`src/rtl/ts_mon_pkg.sv`:
```
package ts_mon_pkg;

    typedef enum logic [1:0] {
        TRK_HUNT,
        TRK_PROBE,
        TRK_CONFIRM,
        TRK_LOCK
    } trk_state_t;

    typedef enum logic {
        ACT_LIVE,
        ACT_LOST
    } act_state_t;

    typedef enum logic [1:0] {
        HLD_QUIET,
        HLD_FAULT,
        HLD_TAIL
    } hld_state_t;

    typedef enum logic {
        SPAN_SHORT,
        SPAN_LONG
    } span_t;

endpackage

```
`src/rtl/ts_sync_tracker.sv`:
```
module ts_sync_tracker
    import ts_mon_pkg::*;
#(
    parameter logic [7:0] SYNC_BYTE  = 8'h47,
    parameter int         LEN_SHORT  = 188,
    parameter int         LEN_LONG   = 204,
    parameter int         MISS_LIMIT = 2,
    parameter int         HIT_LIMIT  = 5
) (
    input  logic       clk,
    input  logic       rst_n,
    input  logic       byte_vld,
    input  logic [7:0] byte_in,
    output logic       sync_err,
    output logic       locked,
    output logic       span_long
);

    localparam int CW = $clog2(LEN_LONG + 1);
    localparam int HW = $clog2(HIT_LIMIT + 1);
    localparam int MW = $clog2(MISS_LIMIT + 1);
    localparam logic [CW-1:0] SHORT_C  = CW'(LEN_SHORT);
    localparam logic [CW-1:0] LONG_C   = CW'(LEN_LONG);
    localparam logic [CW-1:0] ONE_C    = CW'(1);
    localparam logic [HW-1:0] HIT_TOP  = HW'(HIT_LIMIT - 1);
    localparam logic [MW-1:0] MISS_TOP = MW'(MISS_LIMIT - 1);

    trk_state_t    state, nxt;
    span_t         span, span_n;
    logic [CW-1:0] cnt, cnt_n;
    logic [HW-1:0] hits, hits_n;
    logic [MW-1:0] miss, miss_n;
    logic          err_n;
    logic          is_sync;
    logic [CW-1:0] exp_len;

    assign is_sync = (byte_in == SYNC_BYTE);
    assign exp_len = (span == SPAN_LONG) ? LONG_C : SHORT_C;

    always_ff @(posedge clk) begin
        if (!rst_n) begin
            state    <= TRK_HUNT;
            span     <= SPAN_SHORT;
            cnt      <= '0;
            hits     <= '0;
            miss     <= '0;
            sync_err <= 1'b1;
        end else begin
            state    <= nxt;
            span     <= span_n;
            cnt      <= cnt_n;
            hits     <= hits_n;
            miss     <= miss_n;
            sync_err <= err_n;
        end
    end

    always_comb begin
        nxt    = state;
        span_n = span;
        cnt_n  = cnt;
        hits_n = hits;
        miss_n = miss;
        err_n  = sync_err;
        if (byte_vld) begin
            cnt_n = cnt + ONE_C;
            unique case (state)
                TRK_HUNT: begin
                    if (is_sync) begin
                        nxt    = TRK_PROBE;
                        cnt_n  = ONE_C;
                        hits_n = '0;
                    end
                end
                TRK_PROBE: begin
                    if (cnt == SHORT_C && is_sync) begin
                        nxt    = TRK_CONFIRM;
                        span_n = SPAN_SHORT;
                        cnt_n  = ONE_C;
                        hits_n = HW'(1);
                    end else if (cnt == LONG_C) begin
                        if (is_sync) begin
                            nxt    = TRK_CONFIRM;
                            span_n = SPAN_LONG;
                            cnt_n  = ONE_C;
                            hits_n = HW'(1);
                        end else begin
                            nxt = TRK_HUNT;
                        end
                    end
                end
                TRK_CONFIRM: begin
                    if (cnt == exp_len) begin
                        cnt_n = ONE_C;
                        if (!is_sync) begin
                            nxt = TRK_HUNT;
                        end else if (hits == HIT_TOP) begin
                            nxt    = TRK_LOCK;
                            err_n  = 1'b0;
                            miss_n = '0;
                        end else begin
                            hits_n = hits + HW'(1);
                        end
                    end
                end
                TRK_LOCK: begin
                    if (cnt == exp_len) begin
                        cnt_n = ONE_C;
                        if (is_sync) begin
                            miss_n = '0;
                        end else if (miss == MISS_TOP) begin
                            nxt   = TRK_HUNT;
                            err_n = 1'b1;
                        end else begin
                            miss_n = miss + MW'(1);
                        end
                    end
                end
            endcase
        end
    end

    always_comb begin
        locked    = (state == TRK_LOCK);
        span_long = (span == SPAN_LONG);
    end

    AST_ERR_RISE_FROM_LOCK: assert property (@(posedge clk) disable iff (!rst_n)
        $rose(sync_err) |-> ($past(state) == TRK_LOCK && $past(byte_vld)));

    AST_ERR_FALL_ON_SYNC: assert property (@(posedge clk) disable iff (!rst_n)
        $fell(sync_err) |-> $past(state == TRK_CONFIRM && byte_vld && byte_in == SYNC_BYTE));

    AST_LOCK_NO_ERR: assert property (@(posedge clk) disable iff (!rst_n)
        (state == TRK_LOCK) |-> !sync_err);

endmodule

```
`src/rtl/ts_activity_watch.sv`:
```
module ts_activity_watch
    import ts_mon_pkg::*;
#(
    parameter int RUN_LIMIT = 2040
) (
    input  logic clk,
    input  logic rst_n,
    input  logic bit_vld,
    input  logic bit_in,
    output logic in_loss
);

    localparam int RW = $clog2(RUN_LIMIT + 1);
    localparam logic [RW-1:0] RUN_MAX = RW'(RUN_LIMIT);

    act_state_t    state, nxt;
    logic [RW-1:0] run, run_n;
    logic          last_bit;
    logic          toggled;

    assign toggled = (run == '0) || (bit_in != last_bit);

    always_ff @(posedge clk) begin
        if (!rst_n) begin
            state    <= ACT_LIVE;
            run      <= '0;
            last_bit <= 1'b0;
        end else begin
            state <= nxt;
            run   <= run_n;
            if (bit_vld) last_bit <= bit_in;
        end
    end

    always_comb begin
        run_n = run;
        if (bit_vld) begin
            if (toggled)             run_n = RW'(1);
            else if (run != RUN_MAX) run_n = run + RW'(1);
        end
    end

    always_comb begin
        nxt = state;
        unique case (state)
            ACT_LIVE: if (bit_vld && run_n == RUN_MAX) nxt = ACT_LOST;
            ACT_LOST: if (bit_vld && run_n != RUN_MAX) nxt = ACT_LIVE;
        endcase
    end

    always_comb in_loss = (state == ACT_LOST);

    AST_LOSS_HOLDS: assert property (@(posedge clk) disable iff (!rst_n)
        (state == ACT_LOST && !(bit_vld && bit_in != last_bit)) |=> (state == ACT_LOST));

    AST_LOSS_CLEARS: assert property (@(posedge clk) disable iff (!rst_n)
        (state == ACT_LOST && bit_vld && bit_in != last_bit) |=> (state == ACT_LIVE));

endmodule

```
`src/rtl/ts_indicator_hold.sv`:
```
module ts_indicator_hold
    import ts_mon_pkg::*;
#(
    parameter int HOLD_CYCLES = 15_000_000
) (
    input  logic clk,
    input  logic rst_n,
    input  logic err_in,
    output logic led_out
);

    localparam int TW = $clog2(HOLD_CYCLES + 1);
    localparam logic [TW-1:0] LOAD_C = TW'(HOLD_CYCLES - 2);

    hld_state_t    state, nxt;
    logic [TW-1:0] tmr, tmr_n;

    always_ff @(posedge clk) begin
        if (!rst_n) begin
            state <= HLD_FAULT;
            tmr   <= '0;
        end else begin
            state <= nxt;
            tmr   <= tmr_n;
        end
    end

    always_comb begin
        nxt   = state;
        tmr_n = tmr;
        unique case (state)
            HLD_QUIET: if (err_in) nxt = HLD_FAULT;
            HLD_FAULT: begin
                if (!err_in) begin
                    nxt   = HLD_TAIL;
                    tmr_n = LOAD_C;
                end
            end
            HLD_TAIL: begin
                if (err_in)          nxt = HLD_FAULT;
                else if (tmr == '0)  nxt = HLD_QUIET;
                else                 tmr_n = tmr - TW'(1);
            end
            default: nxt = HLD_FAULT;
        endcase
    end

    always_comb led_out = err_in || (state != HLD_QUIET);

    AST_TAIL_LIT: assert property (@(posedge clk) disable iff (!rst_n)
        $fell(err_in) |-> led_out);

    AST_ERR_LIT: assert property (@(posedge clk) disable iff (!rst_n)
        err_in |-> led_out);

endmodule

```
`src/rtl/ts_health_monitor.sv`:
```
module ts_health_monitor #(
    parameter logic [7:0] SYNC_BYTE   = 8'h47,
    parameter int         LEN_SHORT   = 188,
    parameter int         LEN_LONG    = 204,
    parameter int         MISS_LIMIT  = 2,
    parameter int         HIT_LIMIT   = 5,
    parameter int         RUN_LIMIT   = 2040,
    parameter int         HOLD_CYCLES = 15_000_000
) (
    input  logic       clk,
    input  logic       rst_n,
    input  logic       byte_vld,
    input  logic [7:0] byte_in,
    input  logic       bit_vld,
    input  logic       bit_in,
    output logic       ind_188,
    output logic       ind_204,
    output logic       ind_sync_err,
    output logic       ind_in_loss,
    output logic       alarm,
    output logic       line_oe
);

    logic sync_err;
    logic locked;
    logic span_long;
    logic in_loss;
    logic healthy;

    ts_sync_tracker #(
        .SYNC_BYTE (SYNC_BYTE),
        .LEN_SHORT (LEN_SHORT),
        .LEN_LONG  (LEN_LONG),
        .MISS_LIMIT(MISS_LIMIT),
        .HIT_LIMIT (HIT_LIMIT)
    ) u_trk (
        .clk      (clk),
        .rst_n    (rst_n),
        .byte_vld (byte_vld),
        .byte_in  (byte_in),
        .sync_err (sync_err),
        .locked   (locked),
        .span_long(span_long)
    );

    ts_activity_watch #(
        .RUN_LIMIT(RUN_LIMIT)
    ) u_act (
        .clk    (clk),
        .rst_n  (rst_n),
        .bit_vld(bit_vld),
        .bit_in (bit_in),
        .in_loss(in_loss)
    );

    ts_indicator_hold #(
        .HOLD_CYCLES(HOLD_CYCLES)
    ) u_hld (
        .clk    (clk),
        .rst_n  (rst_n),
        .err_in (sync_err),
        .led_out(ind_sync_err)
    );

    always_comb begin
        healthy     = locked && !sync_err && !in_loss;
        ind_188     = healthy && !span_long;
        ind_204     = healthy && span_long;
        ind_in_loss = in_loss;
        alarm       = sync_err || in_loss;
        line_oe     = !in_loss;
    end

    AST_LOSS_DROPS_OE: assert property (@(posedge clk) disable iff (!rst_n)
        $rose(ind_in_loss) |-> (!line_oe && alarm));

    AST_LEN_EXCLUSIVE: assert property (@(posedge clk) disable iff (!rst_n)
        !(ind_188 && ind_204));

endmodule

```
`config.mk`:
```
export PLATFORM = sky130hd
export DESIGN_NAME = ts_health_monitor
export DESIGN_NICKNAME = d
export VERILOG_FILES = /design/src/rtl/ts_mon_pkg.sv /design/src/rtl/ts_sync_tracker.sv /design/src/rtl/ts_activity_watch.sv /design/src/rtl/ts_indicator_hold.sv /design/src/rtl/ts_health_monitor.sv
export SDC_FILE = /design/constraint.sdc
export NUM_CORES = 1
export LEC_CHECK = 0
export ABC_AREA = 1
export BUFFER_PORTS_ARGS = -buffer_cell sky130_fd_sc_hd__buf_4
export CAP_MARGIN = 20
export CORE_UTILIZATION = 30
export CTS_BUF_LIST = sky130_fd_sc_hd__clkbuf_16
export DETAILED_ROUTE_END_ITERATION = 8
export SYNTH_ARGS = -nofsm -noshare
export SYNTH_HDL_FRONTEND = slang
export SYNTH_HIERARCHICAL = 1
export SYNTH_SLANG_ARGS = --single-unit
```
`constraint.sdc`:
```
create_clock -name clk -period 1.8 [get_ports clk]
set_input_delay 0.09 -clock clk [delete_from_list [all_inputs] [get_ports clk]]
set_output_delay 0.09 -clock clk [all_outputs]
set_load 0.005 [all_outputs]
```
==> results of run 1 <==
-- final cells by class --
cell class / count / area share
well taps: 176 / 0.04703
clock inverters: 3 / 0.004543
inverters: 84 / 0.06734
multi-input cells: 508 / 0.5526
clock buffers: 5 / 0.02672
flip-flops and latches: 56 / 0.2413
repair buffers: 36 / 0.06040
-- placed cells by master (no fill, tap or decap), types with 2 or more instances in the layout --
cell type and n:
nor3_2 3, nand4_1 17, a21oi_2 3, nand2_2 11
nor2_2 15, xnor2_1 2, nor3_1 7, inv_1 78
nor2_4 6, nand3_1 52, clkbuf_16 5, buf_4 35
a21oi_1 36, nand3_4 2, ha_1 14, dfxtp_2 4
dfxtp_1 51, nor2_1 110, nand3b_1 7, o21ai_1 2
nand3_2 8, or2_2 3, inv_2 6, nand2_1 180
o21ai_0 13, xor2_1 8
-- logic make-up after synthesis --
| group | Yosys count | synth area share |
|---|---|---|
| xor gates and xnor gates | 11 | 0.02538 |
| buffers and inverters | 99 | 0.1089 |
| adders and majority gates | 14 | 0.04281 |
| AOI/OAI and AO/OA | 58 | 0.07584 |
| DFF | 56 | 0.2740 |
| and+or+nand+nor | 425 | 0.4731 |
-- power groups by stage --
stage | clock (W) | sequential (W) | combinational (W)
floorplan | 0 | 0.00135 | 0.000639
global placement | 0 | 0.00137 | 0.000797
detailed placement | 0 | 0.00137 | 0.000797
CTS | 0.00105 | 0.00134 | 0.000803
global route | 0.00109 | 0.00136 | 0.000952
finish | 0.00100 | 0.00135 | 0.000827
-- worst max path at each step --
stage | startpoint | to | slack (ns) | depth (start not counted)
floorplan | u_act/run[0] | register | 0.16 | 13
global placement | u_act/run[0] | register | 0.06 | 13
detailed placement | u_act/run[0] | register | 0.03 | 13
CTS | u_act/run[0] | register | 0.01 | 11
global route | u_act/run[0] | register | -0.05 | 13
finish | u_act/run[0] | register | 0.11 | 13
-- registers in the layout (all words and copies together), names as in the netlist, 2 cells and up, named ones only --
register and flops:
u_hld/tmr 24, u_trk/cnt 8, u_hld/state 2, u_trk/miss 2, u_trk/state 2, u_trk/hits 3
u_act/run 11
-- synth_stat cells, drive strengths merged, types with 3 or more instances --
library cell,instances,area share
a21oi,39,0.050
buf,9,0.019
clkbuf,6,0.013
dfxtp,56,0.27
ha,14,0.043
inv,84,0.077
nand2,193,0.19
nand3,62,0.089
nand3b,7,0.013
nand4,17,0.026
nor2,132,0.14
nor3,10,0.015
o21ai,16,0.020
or2,3,0.0046
xnor2,3,0.0083
xor2,8,0.017
-- stage by stage --
| stage | setup slack [ns] | setup TNS, ns | hold WS, ns |
|---|---|---|---|
| 6_report | 0.1125 | 0 | 0.05384 |
| 5_1_grt | -0.05408 | -0.05408 | 0.08700 |
| 4_1_cts | 0.01270 | 0 | 0.05537 |
| 3_5_place_dp | 0.02696 | 0 | 0.3707 |
| 3_3_place_gp | 0.05942 | 0 | 0.3567 |
| 2_1_floorplan | 0.1636 | 0 | 0.1789 |
-- per-layer routing --
metal	global-route usage	share of wire
met1	0.1926	0.51
met2	0.2310	0.44
met3	0.02075	0.035
met4	0.04272	0.014
met5	0	0
-- repair_timing --
item | in CTS | in global routing
endpoints found under the setup margin | 1 | 11
pin swaps | 0 | 3
resized for setup | 1 | 22
-- tightest hold or removal path, cell delays in order --
cell and delay, ns:
buf_4 0.10, nor2_1 0.04, nor2_1 0.09
==> impl_summary.txt, run 1 <==
----------------------------------------------------
[Outcome]
  Run status ... completed

[Critical path]
  Worst R2R Start ... u_act/run[0]
  Type of the worst setup path ... register to register
  Setup crit start kind ... register
  Most prevalent standard cell on the critical path ... nand2_1
  Worst R2R Path Depth ... 13
  Slowest cell delay on critical path ... between 0.3 and 0.4 ns
  Cell family contributing the most delay on the critical path ... simple AND/OR/NAND/NOR gates
  Cells traversed along the worst timing path ... inv_1 -> ha_1 -> nand2_1 -> nor2_1 -> nand2_1 -> nand2_1 -> nand2_2 -> inv_2 -> nor2_2 -> nand2_1 -> nor2_2 -> nand3_2 -> a21oi_2
  Endpoint required time on the critical path ... a little over 2 ns
  Register-to-Register Setup Slack ... 0.11 ns
  Arrival time at the worst endpoint ... 1.92 ns
  Largest driver fanout on the critical path ... 5
  Slowest-stage cell, CP ... dfxtp_4
  Number of buffer and inverter stages on the critical path ... 2
  Capturing element type of the critical path ... register

[Routing]
  Via count ... just under 4k
  Drt via density ... roughly 4.5
  DR iter-0 viols ... 215
  Antenna Nets Post-Route ... 0
  Detailed-route DRC error count ... 0
  Number of iterations in the first detailed-routing pass ... 5
  Wire length per cell ... approximately 11 µm
  Final wirelength ... ~9.6 mm

[Finish]
  Synthesis-to-finish area growth ... 14.43%
  Final instance area ... 4682 µm²
  Count of placed standard cells in the final layout, fillers left out ... 868
  Share of the core filled with cells in the final layout ... 0.3522
  Fraction of final layout cells with drive strength greater than 1 ... 0.1604
  Antenna diodes ... 0
  Number of nets in the layout ... ~720
  Multi-input combinational cell area ... between 2000 and 3000 µm²
  Fillcell total ... ~1.5k
  Seq. cell area ... 1130 µm²

[Synthesis]
  Library cells used by synthesis ... 36
  Number of synthesized register bits ... between 50 and 60
  Number of warnings issued by yosys ... 6
  Async set or reset register ratio after synthesis ... 0
  Post-Synthesis Cells ... roughly 660
  Register area share after synthesis ... 0.2740
  Top FF cell, synth ... dfxtp_1
  Count of flip-flops with a built-in enable after synthesis ... 0
  Avg Inst Size Synth ... between 6 and 7 µm²
  Post-synthesis instance area ... around 4000 µm²
  Post-synth net total ... just under 700

[Placement]
  Placement Cell Area ... between 4000 and 5000 µm²
  Detailed placer's ending HPWL ... 7.162 mm
  RD Place Congestion ... between 0.8 and 0.9
  Number of cells after detailed placement ... between 800 and 900
  I/O Buffers ... 18

[CTS]
  Master cell of the clock root buffer ... clkbuf_16
  CTS Hold Buffers Added ... 0
  TritonCTS sink count ... 56
  Number of H-tree levels ... 2
  TritonCTS clock tree ... built
  Later-pin clock latency in the skew report ... around 0.3 ns
  CTS clk-pin slew, worst paths ... 0.07 ns
  Total clock buffers created by CTS ... 5
  Clock tree buffer depth ... 2
  # Post-CTS Setup Buffers ... 0

[Min path]
  Endpoint of the worst hold path ... u_act/last_bit
  Type of the tightest min-delay check ... primary input to register
  Worst Hold Launch ... bit_in
  Hold Path Cell Cnt ... 3

[Power and ir drop]
  Sum of internal, switching and leakage power ... around 0.0032 W
  Switching power ... 0.001058 W
  Sequential group share of total power ... 0.424
  Comb pwr share ... 0.260
  Standby leakage power ... around 2.2 nW
  Sw Ratio ... 0.3331
  Share of power burned in the clock network ... 0.315
  Maximum VDD drop ... between 300 and 400 µV
  PwrDens ... roughly 680 nW/µm²
  Internal power ... between 0.002 and 0.0025 W

[Flow run]
  Total of max-cap violations ... 0

[Floorplanning]
  Initial Util ... 0.3077
  Die outline area ... about 14000 µm²
  Row count ... between 40 and 50
  Chip width ... around 120 µm
  IO Count ... 19
  Die span in y ... around 120 µm
  Core area ... 13300 µm²

[Timing]
  Post-route fraction of the period consumed by the critical path ... 0.9375
  Tmin final ... between 1.5 and 2 ns
  Peak Freq ... around 0.6 GHz
  Clock tree skew after final layout ... around 0.0084 ns
  Setup repair after global routing missed its margin ... true
  Worst slew pin tran ... between 0.3 and 0.4 ns
  Final Hold Fails ... 0
  Worst slew margin relative to its limit ... 0.7341
  Number of pins exceeding their max-slew limit in the final report ... 0
  Number of setup violations in the final report ... 0

[Global routing]
  First-pass GRT wire length ... 16.54 mm
  Number of antenna violations at the first check in global routing ... 0
  Pin count of the biggest net entering global routing ... 25
  Global-route total usage across every layer ... 0.1419
  Number of global-route vias before repair ... around 3.6k
  Overflow left after global routing ... 0

----------------------------------------------------
Power figures use the tool's default switching activity.
==> run 2: changes to the inputs <==
- CELL_PAD_IN_SITES_DETAIL_PLACEMENT: unset -> 1
- CELL_PAD_IN_SITES_GLOBAL_PLACEMENT: unset -> 1
- PLACE_DENSITY_LB_ADDON: unset -> 0.1
==> impl_summary.txt, run 2 (synthesized netlist as in run 1, its figures left out) <==
----------------------------------------------------
[Critical path]
  Setup crit start kind ... register
  Worst R2R Path Depth ... 13
  Capturing element type of the critical path ... register
  Launch point of the worst path ... u_act/run[1]
  Cells traversed along the worst timing path ... inv_1 -> ha_1 -> inv_1 -> nor2_2 -> nand3_1 -> nor2_1 -> nor2_2 -> nand3_1 -> nand2_1 -> nand2_1 -> nor2_1 -> nand3_2 -> a21oi_2
  Endpoint required time on the critical path ... 2.05 ns
  Slowest cell delay on critical path ... 0.37 ns
  Arrival time at the worst endpoint ... approximately 2 ns
  Slowest-stage cell, CP ... dfxtp_2
  Register-to-Register Setup Slack ... 0.09 ns
  Type of the worst setup path ... register to register
  Worst R2R Start ... u_act/run[1]
  Largest driver fanout on the critical path ... 5

[CTS]
  Total clock buffers created by CTS ... 5
  CTS clk-pin slew, worst paths ... 0.08 ns
  TritonCTS sink count ... between 50 and 60
  TritonCTS clock tree ... built
  Clock tree buffer depth ... 2
  Later-pin clock latency in the skew report ... a little over 0.3 ns
  Master cell of the clock root buffer ... clkbuf_16
  Number of H-tree levels ... 2
  CTS Hold Buffers Added ... 0
  # Post-CTS Setup Buffers ... 0

[Placement]
  Placement Cell Area ... 4509 µm²
  I/O Buffers ... 18
  RD Place Congestion ... approximately 0.8
  Detailed placer's ending HPWL ... between 9 and 10 mm

[Power and ir drop]
  Maximum VDD drop ... about 360 µV
  Standby leakage power ... about 2.2 nW
  Sum of internal, switching and leakage power ... between 0.003 and 0.004 W
  PwrDens ... roughly 700 nW/µm²

[Finish]
  Biggest regs ... u_hld/tmr (24), u_act/run (11), u_trk/cnt (8)
  Fillcell total ... 1765
  Antenna diodes ... 0
  Synthesis-to-finish area growth ... 16.30%
  Max FFs per register ... 24
  Register with the most flip-flops ... u_hld/tmr
  Number of nets in the layout ... 724
  Share of the core filled with cells in the final layout ... 0.3579
  Most common cell after layout, fill and taps aside ... nand2_1
  Leading cell types in the layout, fill and taps excluded ... 180 x nand2_1, 110 x nor2_1, 80 x inv_1
  Fraction of final layout cells with drive strength greater than 1 ... 0.1705
  Final instance area ... about 4800 µm²

[Timing]
  Number of pins exceeding their max-slew limit in the final report ... 0
  Post-route fraction of the period consumed by the critical path ... 0.9512
  Clock tree skew after final layout ... slightly above 0.007 ns
  Worst slew margin relative to its limit ... 0.7221
  Final Hold Slack ... approximately 0.065 ns
  Peak Freq ... 0.5840 GHz
  Final Hold Fails ... 0
  Final TNS setup ... 0 ns
  Number of setup violations in the final report ... 0
  Worst slew pin tran ... 0.4153 ns
  Tmin final ... ~1.7 ns
  Setup repair after global routing missed its margin ... true

[Routing]
  Final wirelength ... around 12 mm
  Via count ... between 4k and 5k
  Drt via density ... between 4 and 5
  Antenna Nets Post-Route ... 0
  Detailed-route DRC error count ... 0
  Wire length per cell ... 13.90 µm
  Number of iterations in the first detailed-routing pass ... 4
  DR iter-0 viols ... about 150

[Global routing]
  First-pass GRT wire length ... 20.44 mm
  Number of global-route vias before repair ... between 4k and 5k
  Number of antenna violations at the first check in global routing ... 0
  Global-route total usage across every layer ... 0.1809
  Overflow left after global routing ... 0
  Pin count of the biggest net entering global routing ... 25

[Outcome]
  Run status ... completed

[Min path]
  Type of the tightest min-delay check ... primary input to register

[Floorplanning]
  Die span in y ... between 100 and 150 µm
  Die outline area ... about 14000 µm²
  IO Count ... 19
  Chip width ... about 120 µm
  Row count ... 42
  Initial Util ... 0.3077
  Core area ... 13300 µm²

[Flow run]
  Total of max-cap violations ... 0

----------------------------------------------------
run 2: cell types whose count changed in the layout (fill, tap and decap cells not counted), sizes merged:
| cell | previous run | this run |
|---|---|---|
| buf | 36 | 42 |
run 2: report_power, final:
part           internal [W]  total [W]  leakage, nW  switching [W]
Sequential          0.00129    0.00134        0.456      0.0000532
Combinational      0.000330   0.000905         1.64       0.000575
Clock              0.000517    0.00104       0.0712       0.000526
run 2: cell type report:
cell class | instances | area, µm² | area share
multi-input cells | 508 | 2619 | 0.5504
flip-flops and latches | 56 | 1131 | 0.2377
repair buffers | 42 | 327.8 | 0.06889
inverters | 84 | 315.3 | 0.06626
well taps | 176 | 220.2 | 0.04628
clock buffers | 5 | 125.1 | 0.02630
clock inverters | 3 | 20.02 | 0.004207
run 2: timing repair:
item,4_1_cts,5_1_grt
pin swaps,0,4
cloned,0,0
resized for setup,2,26
setup endpoints to repair,1,18
run 2: metal layers:
metal	share of wire	vias to the layer above	routed length (µm)	GRT usage
met5	0	-	0	0
met1	0.48	1968	5885	0.2338
met2	0.47	43	5714	0.3085
li1	-	2159	-	-
met3	0.033	13	404	0.03234
met4	0.012	0	146	0.04589
run 2: worst min path at each step:
stage | depth (start not counted) | endpoint | start | slack (ns)
after floorplan | 1 | u_hld/state[0] | rst_n | 0.18
after global placement | 3 | u_act/last_bit | bit_in | 0.34
after detailed placement | 3 | u_act/last_bit | bit_in | 0.39
after CTS | 3 | u_act/last_bit | bit_in | 0.06
after global routing | 3 | u_act/last_bit | bit_in | 0.09
final | 3 | u_act/last_bit | bit_in | 0.06
run 2: metrics by stage:
step / worst slack, ns / std cells
floorplan: 0.1636 / 663
global placement: 0.03898 / 866
detailed placement: -0.02992 / 866
CTS: 0.02886 / 874
global route: -0.07246 / 874
finish: 0.08780 / 874
run 2: worst max-delay path, delay by kind of cell, from the launching register on:
kind | cells | cell delay (ns)
AND/OR/NAND/NOR | 9 | 0.80
adder cells (fa/ha/maj) | 1 | 0.20
AO/OA/AOI/OAI | 1 | 0.11
buffers and inverters | 2 | 0.17
flip-flops | 1 | 0.37
